--- src/rtl/gpio_pkg.sv ---
package gpio_pkg;

    localparam int ADDR_W = 2;

    typedef enum logic [ADDR_W-1:0] {
        SEL_DATA = 2'd0,
        SEL_DIR  = 2'd1,
        SEL_PULL = 2'd2,
        SEL_NONE = 2'd3
    } reg_sel_e;

endpackage

--- src/rtl/gpio_sync.sv ---
module gpio_sync #(
    parameter int WIDTH = 8
) (
    input  logic             clk,
    input  logic             rst_n,
    input  logic [WIDTH-1:0] async_in,
    output logic [WIDTH-1:0] sync_out
);
    typedef struct packed {
        logic [WIDTH-1:0] stage1;
        logic [WIDTH-1:0] stage2;
    } sync_t;

    sync_t st_d, st_q;

    always_comb begin
        st_d        = st_q;
        st_d.stage1 = async_in;
        st_d.stage2 = st_q.stage1;
    end

    always_ff @(posedge clk or negedge rst_n) begin
        if (!rst_n) begin
            st_q <= '0;
        end else begin
            st_q <= st_d;
        end
    end

    assign sync_out = st_q.stage2;
endmodule

--- src/rtl/gpio_regs.sv ---
module gpio_regs
    import gpio_pkg::*;
#(
    parameter int WIDTH = 8
) (
    input  logic             clk,
    input  logic             rst_n,
    input  logic             wr_en,
    input  reg_sel_e         wr_sel,
    input  logic [WIDTH-1:0] wr_data,
    output logic [WIDTH-1:0] latch_q,
    output logic [WIDTH-1:0] dir_q,
    output logic [WIDTH-1:0] pull_q
);
    typedef struct packed {
        logic [WIDTH-1:0] dir;
        logic [WIDTH-1:0] pull;
    } cfg_t;

    cfg_t             cfg_d, cfg_q;
    logic [WIDTH-1:0] data_d, data_q;

    // Next-state for the reset-cleared configuration registers.
    always_comb begin
        cfg_d = cfg_q;
        if (wr_en) begin
            case (wr_sel)
                SEL_DIR:  cfg_d.dir  = wr_data;
                SEL_PULL: cfg_d.pull = wr_data;
                default:  ;
            endcase
        end
    end

    // Next-state for the data latch; written regardless of direction.
    always_comb begin
        data_d = data_q;
        if (wr_en && (wr_sel == SEL_DATA)) begin
            data_d = wr_data;
        end
    end

    always_ff @(posedge clk or negedge rst_n) begin
        if (!rst_n) begin
            cfg_q <= '0;
        end else begin
            cfg_q <= cfg_d;
        end
    end

    // Intentionally without reset: contents persist across reset.
    always_ff @(posedge clk) begin
        data_q <= data_d;
    end

    assign latch_q = data_q;
    assign dir_q   = cfg_q.dir;
    assign pull_q  = cfg_q.pull;
endmodule

--- src/rtl/gpio_padctl.sv ---
module gpio_padctl #(
    parameter int WIDTH  = 8,
    parameter int RO_PIN = 2,
    parameter bit RO_EN  = 1'b1
) (
    input  logic [WIDTH-1:0] latch,
    input  logic [WIDTH-1:0] dir,
    input  logic [WIDTH-1:0] pull,
    output logic [WIDTH-1:0] oe,
    output logic [WIDTH-1:0] out,
    output logic [WIDTH-1:0] pu
);
    for (genvar i = 0; i < WIDTH; i++) begin : g_pin
        if (RO_EN && (i == RO_PIN)) begin : g_in_only
            assign oe[i] = 1'b0;
        end else begin : g_bidir
            assign oe[i] = dir[i];
        end
        assign out[i] = oe[i] ? latch[i] : 1'b0;
        assign pu[i]  = pull[i] & ~dir[i];
    end
endmodule

--- src/rtl/gpio_rdmux.sv ---
module gpio_rdmux
    import gpio_pkg::*;
#(
    parameter int WIDTH = 8
) (
    input  logic             clk,
    input  logic             rst_n,
    input  reg_sel_e         rd_sel,
    input  logic [WIDTH-1:0] latch,
    input  logic [WIDTH-1:0] dir,
    input  logic [WIDTH-1:0] pull,
    input  logic [WIDTH-1:0] pin_sync,
    output logic [WIDTH-1:0] rdata
);
    logic [WIDTH-1:0] rdata_d, rdata_q;
    logic [WIDTH-1:0] data_view;

    // Per bit: output pins show the latch, input pins show the pin.
    always_comb begin
        for (int i = 0; i < WIDTH; i++) begin
            data_view[i] = dir[i] ? latch[i] : pin_sync[i];
        end
    end

    always_comb begin
        rdata_d = '0;
        case (rd_sel)
            SEL_DATA: rdata_d = data_view;
            SEL_DIR:  rdata_d = dir;
            SEL_PULL: rdata_d = pull;
            default:  rdata_d = '0;
        endcase
    end

    always_ff @(posedge clk or negedge rst_n) begin
        if (!rst_n) begin
            rdata_q <= '0;
        end else begin
            rdata_q <= rdata_d;
        end
    end

    assign rdata = rdata_q;
endmodule

--- src/rtl/gpio_port.sv ---
module gpio_port
    import gpio_pkg::*;
#(
    parameter int WIDTH  = 8,
    parameter int RO_PIN = 2,
    parameter bit RO_EN  = 1'b1
) (
    input  logic              clk,
    input  logic              rst_n,
    input  logic [ADDR_W-1:0] bus_addr,
    input  logic              bus_we,
    input  logic [WIDTH-1:0]  bus_wdata,
    output logic [WIDTH-1:0]  bus_rdata,
    input  logic [WIDTH-1:0]  pin_in,
    output logic [WIDTH-1:0]  pin_oe,
    output logic [WIDTH-1:0]  pin_out,
    output logic [WIDTH-1:0]  pin_pu
);
    reg_sel_e         sel;
    logic [WIDTH-1:0] latch_w, dir_w, pull_w, sync_w;

    assign sel = reg_sel_e'(bus_addr);

    gpio_sync #(.WIDTH(WIDTH)) u_sync (
        .clk      (clk),
        .rst_n    (rst_n),
        .async_in (pin_in),
        .sync_out (sync_w)
    );

    gpio_regs #(.WIDTH(WIDTH)) u_regs (
        .clk     (clk),
        .rst_n   (rst_n),
        .wr_en   (bus_we),
        .wr_sel  (sel),
        .wr_data (bus_wdata),
        .latch_q (latch_w),
        .dir_q   (dir_w),
        .pull_q  (pull_w)
    );

    gpio_padctl #(.WIDTH(WIDTH), .RO_PIN(RO_PIN), .RO_EN(RO_EN)) u_pad (
        .latch (latch_w),
        .dir   (dir_w),
        .pull  (pull_w),
        .oe    (pin_oe),
        .out   (pin_out),
        .pu    (pin_pu)
    );

    gpio_rdmux #(.WIDTH(WIDTH)) u_rd (
        .clk      (clk),
        .rst_n    (rst_n),
        .rd_sel   (sel),
        .latch    (latch_w),
        .dir      (dir_w),
        .pull     (pull_w),
        .pin_sync (sync_w),
        .rdata    (bus_rdata)
    );
endmodule

--- config.mk ---
export PLATFORM = sky130hd
export DESIGN_NAME = gpio_port
export DESIGN_NICKNAME = d
export VERILOG_FILES = /design/src/rtl/gpio_pkg.sv /design/src/rtl/gpio_sync.sv /design/src/rtl/gpio_regs.sv /design/src/rtl/gpio_padctl.sv /design/src/rtl/gpio_rdmux.sv /design/src/rtl/gpio_port.sv
export SDC_FILE = /design/constraint.sdc
export NUM_CORES = 1
export LEC_CHECK = 0
export BUFFER_PORTS_ARGS = -buffer_cell sky130_fd_sc_hd__buf_2
export CAP_MARGIN = 0
export CORE_MARGIN = 1.5
export CORE_UTILIZATION = 46
export DETAILED_ROUTE_END_ITERATION = 16
export PLACE_DENSITY = 0.75
export SYNTH_ARGS = -nofsm -noshare
export SYNTH_HDL_FRONTEND = slang
export SYNTH_SLANG_ARGS = --single-unit
export TNS_END_PERCENT = 20
--- constraint.sdc ---
create_clock -name clk -period 0.8 [get_ports clk]
set_input_delay 0.16 -clock clk [delete_from_list [all_inputs] [get_ports clk]]
set_output_delay 0.16 -clock clk [all_outputs]
set_load 0.01 [all_outputs]
==> impl_metrics.env <==
export IMPL_die_h_um=67.0
export IMPL_synth_cell_area_sq_mm=0.00188
export IMPL_timing_critical_path_from_type="flip-flop"
export IMPL_total_leakage_power_nw=1.35
export IMPL_area_of_the_multi_input_gates_sq_um=561
export IMPL_finalWeightedCongestion=0.727
export IMPL_synth_warning_count=0
export IMPL_crit_slowest_cell="dfrtp_1"
export IMPL_synth_seq_cells=48
export IMPL_place_detailed_hpwl_um=2530
export IMPL_design_die_area_sq_mm=0.00449
export IMPL_reg2reg_slack_ns=-0.29
export IMPL_flow_area_growth_from_synthesis_pct=44.2
export IMPL_crit_type="reg -> out"
export IMPL_post_route_period_util_pct=146
export IMPL_timing_critical_path_arrival_ns=1.01
export IMPL_vdd_ir_drop_max_mv=1.50
export IMPL_drt_initial_violations=54
export IMPL_worstPathMaxFanout=4
export IMPL_cpLargestDelayFamily="flip-flops"
export IMPL_tritoncts_num_buffers=5
export IMPL_clock_latency_ns=0.30
export IMPL_worst_path_buf_inv=1
export IMPL_power_per_cell_area_mw_per_mm2=2300
export IMPL_timing_final_hold_violations=0
export IMPL_place_ws_ns=-0.394
export IMPL_num_fill_cells=281
export IMPL_wl_um=4260
export IMPL_synth_top_cells_by_area="dfrtp_1 53%, edfxtp_1 13%, mux2_4 6.4%, mux2_2 4.8%, a32oi_1 3.7%"
export IMPL_achievable_frequency_mhz=856
export IMPL_seq_area_sq_mm=0.00124
export IMPL_hold_slack_ns=0.0575
export IMPL_clkPwrFrac_pct=28.6
export IMPL_num_rows=23
export IMPL_avgViaCountPerCell=4.94
export IMPL_cpPeakStageDelay_ns=0.42
export IMPL_worst_hold_path_type="in -> reg"
export IMPL_core_area_sq_mm=0.00397
export IMPL_final_nets=241
export IMPL_syn_inst=129
export IMPL_wire_per_inst_um=15.7
export IMPL_drc_errors=0
export IMPL_grt_overflow=0
export IMPL_power_switching_fraction_pct=25.4
export IMPL_die_width_um=67.0
export IMPL_required_ns=0.64
export IMPL_slew_violations=0
export IMPL_setup_viol=47
export IMPL_clock_skew_ns=0.0101
export IMPL_outcome="complete, but fails checks"
export IMPL_ant_nets=0
export IMPL_via_count_of_the_first_global_routing_pass=1278
export IMPL_grt_max_degree=41
export IMPL_setup_slack_ns=-0.368
export IMPL_grt_antenna_before_repair=0
export IMPL_ys_seq_area_share_pct=65.9
export IMPL_ratio_of_cells_with_drive_above_1_in_the_final_layout_pct=52.5
export IMPL_netlist_area_leader_share_pct=53.2
export IMPL_htreeDepth=2
export IMPL_yosys_cell_types_count=19
export IMPL_setup_tns_final_ns=-11.10
export IMPL_post_route_min_period_ns=1.17
export IMPL_antenna_diode_count=0
export IMPL_ios=53
export IMPL_min_path_cells=1
export IMPL_buffer_ports_inserted=50
export IMPL_floorplan_initialDensity_pct=47.4
export IMPL_switching_component_of_the_power_mw=1.59
export IMPL_max_cap_violations=0
export IMPL_groute_usage_overall_pct=19.0
export IMPL_comb_power_share_pct=24.1
export IMPL_rsz0062_at_grt="true"
export IMPL_grt_first_pass_wirelength_um=6050
export IMPL_internal_power_mw=4.66
export IMPL_clkSinkCount=48
export IMPL_drt_pre_antenna_iters=4
export IMPL_setup_worst_path_end_class="output port"
export IMPL_crit_path_cell_chain="and2_1 -> buf_2"
export IMPL_syn_area_per_cell_sq_um=14.6
export IMPL_vias=1338
export IMPL_crit_cells=2
export IMPL_cts_root_buffer="clkbuf_8"
export IMPL_clk_path_buf_depth=2
export IMPL_worstRegToRegCells=6
export IMPL_path_clk_slew_ns=0.09
export IMPL_cts_tree="built"
export IMPL_p_seq_share_pct=47.2
export IMPL_synth_area_leader="dfrtp_1"
export IMPL_violations="negative setup slack"
## worst paths after layout
check / from / end
min: bus_wdata[3] / u_regs.latch_q[3]
min in group asynchronous: rst_n / u_sync.sync_out[3]
max: u_regs.dir_q[6] / pin_out[6]
min reg2reg: u_sync.st_d[0] / u_sync.sync_out[0]
max reg2reg: u_regs.dir_q[6] / u_rd.rdata[6]
max in group asynchronous: rst_n / u_sync.sync_out[4]
## cell usage after synthesis (all sizes together)
cell    count
dfrtp      40
mux2       16
buf        11
nand2       9
nor2b       9
a32oi       8
edfxtp      8
inv         8
o211ai      8
and2        7
clkinv      1
conb        1
nand3       1
nor2        1
nor3b       1
## worst register-to-register path, delay by kind of cell, from the launching register on
kind | cells | cell delay, ns
buffers and inverters | 4 | 0.35
AO/OA/AOI/OAI | 1 | 0.16
flip-flops | 1 | 0.40
AND/OR/NAND/NOR | 1 | 0.07
## area by class of cell
class / count / area share, %
multi-input combinational: 62 / 20.6
timing repair buffer: 94 / 25.8
clock buffer: 6 / 3.04
clock inverter: 2 / 1.24
inverter: 9 / 1.29
tap: 50 / 2.30
sequential: 48 / 45.7
## layout by cell type (no fill, tap or decap)
cell type and instances:
and2_1 5, clkbuf_8 6, dfrtp_1 40, a32oi_1 8, clkinv_2 1, bufinv_16 1, edfxtp_1 8, nor2b_4 1
nand3_4 1, buf_4 28, nor3b_4 1, nand2_1 8, buf_2 43, nor2b_1 8, o211ai_1 8, buf_12 3
mux2_2 6, inv_1 8, dlygate4sd3_1 9, and2_4 2, clkinv_1 1, mux2_4 10, nor2_2 1, conb_1 2
nand2_8 1, buf_6 11
## registers in the layout, summed over array words and instances (netlist names)
register         flops
u_sync.sync_out      8
u_regs.latch_q       8
u_rd.rdata           8
u_sync.st_d          8
u_regs.pull_q        8
u_regs.dir_q         8
## power by group through the flow
stage | Clock (mW) | Sequential [mW] | Combinational (mW)
6_report | 1.79 | 2.95 | 1.51
5_1_grt | 1.90 | 2.99 | 1.63
4_1_cts | 1.83 | 2.94 | 1.31
3_5_place_dp | 0 | 3.02 | 1.05
3_3_place_gp | 0 | 3.00 | 1.02
2_1_floorplan | 0 | 3.00 | 0.642
## per-layer routing
| layer | up-vias | wire length (um) | GRT usage, % |
|---|---|---|---|
| met3 | 4 | 268 | 6.08 |
| met5 | - | 0 | 0 |
| met1 | 662 | 1760 | 23.0 |
| li1 | 618 | - | - |
| met2 | 54 | 2210 | 32.1 |
| met4 | 0 | 23 | 6.38 |
## through the flow
step | cell area [sq um] | cells | utilization (%) | power (mW)
final | 2720 | 271 | 68.4 | 6.26
after global routing | 2720 | 271 | 68.4 | 6.52
after CTS | 2560 | 259 | 64.6 | 6.08
after floorplan | 1910 | 130 | - | 3.64
after global placement | 2240 | 229 | 56.5 | 4.02
after detailed placement | 2240 | 229 | 56.5 | 4.07
## kinds of logic (layout without fill, tap and decap cells)
family                 count (synthesis)  count (layout)  synth area share [%]
muxes                                 16              16                  11.2
AOI/OAI and AO/OA                     16              16                  6.91
other                                  1               2                 0.199
buffers and inverters                 20             111                  6.58
and+or+nand+nor                       28              28                  9.24
DFF                                   48              48                  65.9
## what timing repair did
| action | in CTS | in global routing |
|---|---|---|
| hold buffers | 9 | 0 |
| endpoints found under the hold margin | 48 | 0 |
| resized for setup | 4 | 16 |
| buffers inserted | 13 | 12 |
| pin swaps | 1 | 2 |
| endpoints found under the setup margin | 53 | 55 |
Power figures use the tool's default switching activity.
